[src/rtl/rtc_pkg.sv]
package rtc_pkg;

  localparam int FIELDS = 7;
  localparam int ADDR_W = 4;
  localparam int SET_BASE = 2;
  localparam int CNT_BASE = SET_BASE + FIELDS;

  typedef struct packed {
    logic [7:0] sec;
    logic [7:0] min;
    logic [7:0] hour;
    logic [7:0] wday;
    logic [7:0] day;
    logic [7:0] month;
    logic [7:0] year;
  } calTime_t;

  typedef struct packed {
    logic              step;
    logic              load;
    logic              capture;
    logic [FIELDS-1:0] setWe;
  } calStrobe_t;

  localparam calTime_t RESET_TIME = '{sec: 8'h00, min: 8'h00, hour: 8'h00,
                                      wday: 8'h06, day: 8'h01, month: 8'h01,
                                      year: 8'h00};

  function automatic logic [7:0] getField(calTime_t t, int idx);
    case (idx)
      0:       return t.sec;
      1:       return t.min;
      2:       return t.hour;
      3:       return t.wday;
      4:       return t.day;
      5:       return t.month;
      default: return t.year;
    endcase
  endfunction

  function automatic logic [7:0] bcdInc(logic [7:0] v);
    if (v[3:0] >= 4'd9) return {v[7:4] + 4'd1, 4'd0};
    return {v[7:4], v[3:0] + 4'd1};
  endfunction

  // Binary year divisible by 4: even tens with ones 0/4/8, odd tens with ones 2/6.
  function automatic logic isLeap(logic [7:0] y);
    if (!y[4]) return (y[3:0] == 4'd0) || (y[3:0] == 4'd4) || (y[3:0] == 4'd8);
    return (y[3:0] == 4'd2) || (y[3:0] == 4'd6);
  endfunction

  function automatic logic [7:0] monthEnd(logic [7:0] m, logic [7:0] y);
    case (m)
      8'h02:                      return isLeap(y) ? 8'h29 : 8'h28;
      8'h04, 8'h06, 8'h09, 8'h11: return 8'h30;
      default:                    return 8'h31;
    endcase
  endfunction

  function automatic calTime_t calNext(calTime_t t);
    calTime_t n;
    n = t;
    if (t.sec != 8'h59) begin
      n.sec = bcdInc(t.sec);
    end else begin
      n.sec = 8'h00;
      if (t.min != 8'h59) begin
        n.min = bcdInc(t.min);
      end else begin
        n.min = 8'h00;
        if (t.hour != 8'h23) begin
          n.hour = bcdInc(t.hour);
        end else begin
          n.hour = 8'h00;
          n.wday = (t.wday >= 8'h06) ? 8'h00 : t.wday + 8'h01;
          if (t.day != monthEnd(t.month, t.year)) begin
            n.day = bcdInc(t.day);
          end else begin
            n.day = 8'h01;
            if (t.month != 8'h12) begin
              n.month = bcdInc(t.month);
            end else begin
              n.month = 8'h01;
              n.year  = (t.year == 8'h99) ? 8'h00 : bcdInc(t.year);
            end
          end
        end
      end
    end
    return n;
  endfunction

endpackage

[src/rtl/rtc_ctrl.sv]
module rtc_ctrl
  import rtc_pkg::*;
#(
  parameter int TICKS_PER_SEC = 32768
) (
  input  logic              clk,
  input  logic              rstN,
  input  logic              slowTick,
  input  logic [ADDR_W-1:0] busAddr,
  input  logic              busWe,
  input  logic              wrLsb,
  output calStrobe_t        strb,
  output logic              runEnable,
  output logic              holdReq,
  output logic              holdAck
);

  localparam int PW = $clog2(TICKS_PER_SEC);
  localparam logic [PW-1:0] PRE_LAST = PW'(TICKS_PER_SEC - 1);

  logic          holdSync;
  logic [PW-1:0] preCnt;
  logic          running;
  logic          preWrap;

  assign running = runEnable && !holdSync && !holdAck;
  assign preWrap = (preCnt == PRE_LAST);

  always_ff @(posedge clk) begin
    if (!rstN) begin
      runEnable <= 1'b0;
      holdReq   <= 1'b0;
      holdSync  <= 1'b0;
      holdAck   <= 1'b0;
      preCnt    <= '0;
    end else begin
      if (busWe && busAddr == ADDR_W'(0)) runEnable <= wrLsb;
      if (busWe && busAddr == ADDR_W'(1)) holdReq   <= wrLsb;
      if (slowTick) begin
        holdSync <= holdReq;
        holdAck  <= holdSync;
        if (holdAck && !holdSync) preCnt <= '0;
        else if (running)         preCnt <= preWrap ? '0 : preCnt + 1'b1;
      end
    end
  end

  always_comb begin
    strb.step    = slowTick && running && preWrap;
    strb.load    = slowTick && holdAck && !holdSync;
    strb.capture = slowTick && holdSync && !holdAck;
    for (int i = 0; i < FIELDS; i++)
      strb.setWe[i] = busWe && (busAddr == ADDR_W'(SET_BASE + i));
  end

  a_r3_ack_follows_sync: assert property (@(posedge clk) disable iff (!rstN)
    (slowTick && holdSync && !holdAck) |=> holdAck);
  a_r3_no_step_held: assert property (@(posedge clk) disable iff (!rstN)
    (holdAck || holdSync) |-> !strb.step);
  a_r4_release_drops_ack: assert property (@(posedge clk) disable iff (!rstN)
    strb.load |=> !holdAck);
  a_r2_step_needs_enable: assert property (@(posedge clk) disable iff (!rstN)
    strb.step |-> runEnable);

endmodule

[src/rtl/rtc_datapath.sv]
module rtc_datapath
  import rtc_pkg::*;
(
  input  logic       clk,
  input  logic       rstN,
  input  calStrobe_t strb,
  input  logic [7:0] wrData,
  output calTime_t   cnt,
  output logic [7:0] setReg [FIELDS]
);

  calTime_t loadVal;

  always_comb begin
    loadVal.sec   = setReg[0];
    loadVal.min   = setReg[1];
    loadVal.hour  = setReg[2];
    loadVal.wday  = setReg[3];
    loadVal.day   = setReg[4];
    loadVal.month = setReg[5];
    loadVal.year  = setReg[6];
  end

  always_ff @(posedge clk) begin
    if (!rstN)          cnt <= RESET_TIME;
    else if (strb.load) cnt <= loadVal;
    else if (strb.step) cnt <= calNext(cnt);
  end

  for (genvar g = 0; g < FIELDS; g++) begin : gSet
    always_ff @(posedge clk) begin
      if (!rstN)               setReg[g] <= getField(RESET_TIME, g);
      else if (strb.setWe[g])  setReg[g] <= wrData;
      else if (strb.capture)   setReg[g] <= getField(cnt, g);
    end
  end

  a_r2_frozen_without_strobe: assert property (@(posedge clk) disable iff (!rstN)
    (!strb.step && !strb.load) |=> (cnt == $past(cnt)));
  a_r9_wday_moves_on_day_carry: assert property (@(posedge clk) disable iff (!rstN)
    (strb.step && !strb.load && cnt.sec == 8'h59 && cnt.min == 8'h59 && cnt.hour == 8'h23)
    |=> (cnt.wday != $past(cnt.wday)));
  a_r10_month_nonzero: assert property (@(posedge clk) disable iff (!rstN)
    (strb.step && !strb.load && cnt.month != 8'h00) |=> (cnt.month != 8'h00));
  a_r6_sec_moves_on_step: assert property (@(posedge clk) disable iff (!rstN)
    (strb.step && !strb.load) |=> (cnt.sec != $past(cnt.sec)));

endmodule

[src/rtl/bcd_calendar_rtc.sv]
module bcd_calendar_rtc
  import rtc_pkg::*;
#(
  parameter int TICKS_PER_SEC = 32768
) (
  input  logic       clk,
  input  logic       rstN,
  input  logic       slowTick,
  input  logic [3:0] busAddr,
  input  logic       busWe,
  input  logic [7:0] busWrData,
  output logic [7:0] busRdData
);

  calStrobe_t strb;
  calTime_t   cnt;
  logic [7:0] setReg [FIELDS];
  logic       runEnable;
  logic       holdReq;
  logic       holdAck;

  rtc_ctrl #(.TICKS_PER_SEC(TICKS_PER_SEC)) uCtrl (
    .clk       (clk),
    .rstN      (rstN),
    .slowTick  (slowTick),
    .busAddr   (busAddr),
    .busWe     (busWe),
    .wrLsb     (busWrData[0]),
    .strb      (strb),
    .runEnable (runEnable),
    .holdReq   (holdReq),
    .holdAck   (holdAck)
  );

  rtc_datapath uData (
    .clk    (clk),
    .rstN   (rstN),
    .strb   (strb),
    .wrData (busWrData),
    .cnt    (cnt),
    .setReg (setReg)
  );

  always_comb begin
    busRdData = 8'h00;
    if (busAddr == 4'd0)           busRdData = {6'b0, 1'b1, runEnable};
    else if (busAddr == 4'd1)      busRdData = {6'b0, holdAck, holdReq};
    else if (int'(busAddr) < CNT_BASE) begin
      for (int i = 0; i < FIELDS; i++)
        if (int'(busAddr) == SET_BASE + i) busRdData = setReg[i];
    end else begin
      for (int i = 0; i < FIELDS; i++)
        if (int'(busAddr) == CNT_BASE + i) busRdData = getField(cnt, i);
    end
  end

endmodule

[config.mk]
export PLATFORM = sky130hd
export DESIGN_NAME = bcd_calendar_rtc
export DESIGN_NICKNAME = d
export VERILOG_FILES = /design/src/rtl/rtc_pkg.sv /design/src/rtl/rtc_ctrl.sv /design/src/rtl/rtc_datapath.sv /design/src/rtl/bcd_calendar_rtc.sv
export SDC_FILE = /design/constraint.sdc
export NUM_CORES = 1
export LEC_CHECK = 0
export BUFFER_PORTS_ARGS = -buffer_cell sky130_fd_sc_hd__buf_4
export CAP_MARGIN = 5
export CORE_UTILIZATION = 45
export CTS_CLUSTER_SIZE = 20
export DETAILED_ROUTE_END_ITERATION = 6
export MAX_ROUTING_LAYER = met4
export SLEW_MARGIN = 20
export SYNTH_ARGS = -nofsm -noshare
export SYNTH_HDL_FRONTEND = slang
export SYNTH_SLANG_ARGS = --single-unit
[constraint.sdc]
create_clock -name clk -period 5.65 [get_ports clk]
set_input_delay 0.8475 -clock clk [delete_from_list [all_inputs] [get_ports clk]]
set_output_delay 0.8475 -clock clk [all_outputs]
set_load 0.01 [all_outputs]
==> qor.txt <==
Tightest Hold Check Type - reg -> reg
Final Hold Viols - 0
CTS Buffer Depth - 2
Slowest-stage cell, CP - buf_4
Hold Startpoint - uCtrl.preCnt[14]$_SDFFE_PN0P_
Max-slew violation count - 0
Reg2Reg Setup Slack - 2460 ps
Fin util - 51.3%
RSZ-0062 raised after global routing - false
Layout area overhead - 10.5%
Type of destination of the critical path - output pin
Share of Yosys cell area claimed by the top area cell type - 31.1%
DR WL/cell - 21.5 um
First-iteration detailed-routing DRC count - 745
Min-Delay Path Depth - 2
DP Area - 8640 sq um
Die span in y - 139 um
Synthesized area - 8420 sq um
Number of diodes - 0
Total congestion overflow - 0
Area of the die - 19300 sq um
Root buffer cell - clkbuf_16
Worst EP required - 4800 ps
Crit-path max cell delay - 540 ps
Reg clk slew, reported paths - 60 ps
Final hold slack - 479 ps
Min Clock Period, post-route - 3850 ps
Syn avg cell area - 7.61 sq um
Crit start category - input port
Total number of vias - 8312
Row count - 49
Crit path cell chain - buf_4, nor2b_1, a22oi_1, o22ai_1, o2111a_1, o21ai_0, a21oi_1, buf_4
Most common cell in the netlist - nor2_1
Mapped Nets - 1158
GPL Wtd Cong - 0.957
Drt pass-1 iters - 7
Vias in the first global route - 7534
Htree depth - 4
Register share of total power - 39.9%
#FFs+latches synth - 131
Cells on worst reg2reg path - 8
Net Sw Power - 0.587 mW
Core Region - 18100 sq um
Final setup fails - 0
Crit Reg-Reg Startpoint - uData.cnt[0]$_SDFFE_PN0P_
Cts hold-fix bufs - 0
Post-synth top cells - nor2_1, dfxtp_1, nand2_1
Max Clk Rate - 260 MHz
Post-cts sizing count - 0
Ratio of cells with drive above 1 in the final layout - 7.43%
Failing checks - DRC
Synth warn - 0
Cells after Synth - 1106
Slew margin rel. - 47.1%
# fillers - 1748
Clk pwr share - 53.7%
HPWL after DPL - 19600 um
Post-synthesis cell type count - 78
Post-route ant nets - 0
Crit path DAT - 3000 ps
Setup TNS Final - 0 ps
Gate power share - 6.4%
Largest net degree at the start of global routing - 61
EDFF count, synth - 0
Internal - 1.79 mW
Post-synth top area cell - dfxtp_1
Max VDD drop - 192 uV
Via density - 6.30
First-pass GRT wire length - 43900 um
Gr usage total - 30.6%
Die span in x - 139 um
Static Leak - 3.46 nW
Sequential share of the synthesized area - 31.1%
Run status - complete, but fails checks
Most common cell on crit path - buf_4
Power density cells - 255 nW/um^2
Top area cells in the synthesized netlist - dfxtp_1, mux2i_1, nor2_1
Most common flop cell mapped by yosys - dfxtp_1
Switch share - 24.7%
DRT Wirelength - 28300 um
Post-synth ARST share - 0%
Num CTS Buffers - 17
Max-cap viol count - 0
WS Path Type - in -> out
Worst R2R End - uData.cnt[2]$_SDFFE_PN0P_
Nets@finish - 1129
Ports - 24
Initial antenna violation count - 0
Initial core utilization - 46.4%
Clk_lat worst skew - 440 ps
# Post-CTS Setup Buffers - 0
Slew @ Worst Pin - 793 ps
Final worst path period share - 68.1%
Clk sink count - 131
Port Buffers - 23
Final instance area - 9300 sq um
CTS tree - yes
Skew final - 8.69 ps
Remaining DRCs - 2
Hold worst-path end - uCtrl.preCnt[14]$_SDFFE_PN0P_
CP max FO - 60
critical path: cells and delay by family:
kind / cells / cell delay, ps
AO/OA/AOI/OAI: 5 / 980
buffers and inverters: 2 / 730
AND/OR/NAND/NOR: 1 / 420
cells in the final DEF (no fill, tap or decap), types with 18 or more instances in the layout:
cell	synthesis	final
a211oi_1	59	59
a21oi_1	68	68
buf_4	0	30
dfxtp_1	131	131
ha_1	36	36
inv_1	40	39
mux2i_1	52	52
nand2_1	120	119
nand3_1	41	41
nor2_1	134	134
nor3_1	18	18
o211ai_1	36	36
o21ai_0	73	73
registers in the layout, summed over array words and instances, names as in the netlist:
name,flops
uCtrl.holdSync,1
uCtrl.holdAck,1
uData.setReg,56
uCtrl.runEnable,1
uCtrl.holdReq,1
uData.cnt,56
uCtrl.preCnt,15
area by class of cell:
class / count / area [sq um] / area share (%)
clock buffer: 19 / 443 / 4.76
inverter: 40 / 150 / 1.61
multi-input combinational: 857 / 5360 / 57.6
tap: 229 / 287 / 3.08
sequential: 131 / 2620 / 28.2
timing repair buffer: 30 / 225 / 2.42
clock inverter: 13 / 220 / 2.37
power by group through the flow:
| stage | sequential (mW) | combinational (mW) | clock (mW) |
|---|---|---|---|
| floorplan | 0.960 | 0.0951 | 0 |
| global placement | 0.966 | 0.148 | 0 |
| detailed placement | 0.966 | 0.149 | 0 |
| CTS | 0.945 | 0.149 | 1.28 |
| global route | 0.946 | 0.163 | 1.32 |
| finish | 0.946 | 0.152 | 1.27 |
metal layers:
layer	wire, um	vias up	share of wire (%)	global-route usage (%)
met5	0	-	0	-
met4	1050	0	3.7	12.7
met3	1640	62	5.8	5.15
met2	12700	280	45	46.0
met1	13000	3968	46	40.4
li1	-	4002	-	-
logic make-up (layout without fill, tap and decap cells):
group | after synthesis | count (layout) | synth area share [%]
AO/OA/AOI/OAI | 351 | 351 | 27.9
XOR/XNOR | 17 | 17 | 1.77
adder cells (fa/ha/maj) | 36 | 36 | 5.35
buffers and inverters | 118 | 102 | 5.32
flip-flops | 131 | 131 | 31.1
multiplexers | 54 | 54 | 6.45
AND/OR/NAND/NOR | 399 | 399 | 22.1
through the flow:
step / setup slack, ps / std cells / total power [mW]
floorplan: 2570 / 1106 / 1.05
global placement: 1960 / 1287 / 1.11
detailed placement: 1910 / 1287 / 1.11
CTS: 1900 / 1319 / 2.38
global route: 1730 / 1319 / 2.43
finish: 1800 / 1319 / 2.37
worst max-delay path by stage:
stage	cells past startpoint	startpoint	endpoint	slack, ps
finish	8	busAddr[0]	busRdData[1]	1800
global route	8	busAddr[0]	busRdData[1]	1730
CTS	8	busAddr[0]	busRdData[1]	1900
detailed placement	8	busAddr[0]	busRdData[1]	1910
global placement	8	busAddr[0]	busRdData[1]	1960
floorplan	6	busAddr[0]	busRdData[6]	2570
Note: power is estimated with default switching activity, not from simulation.
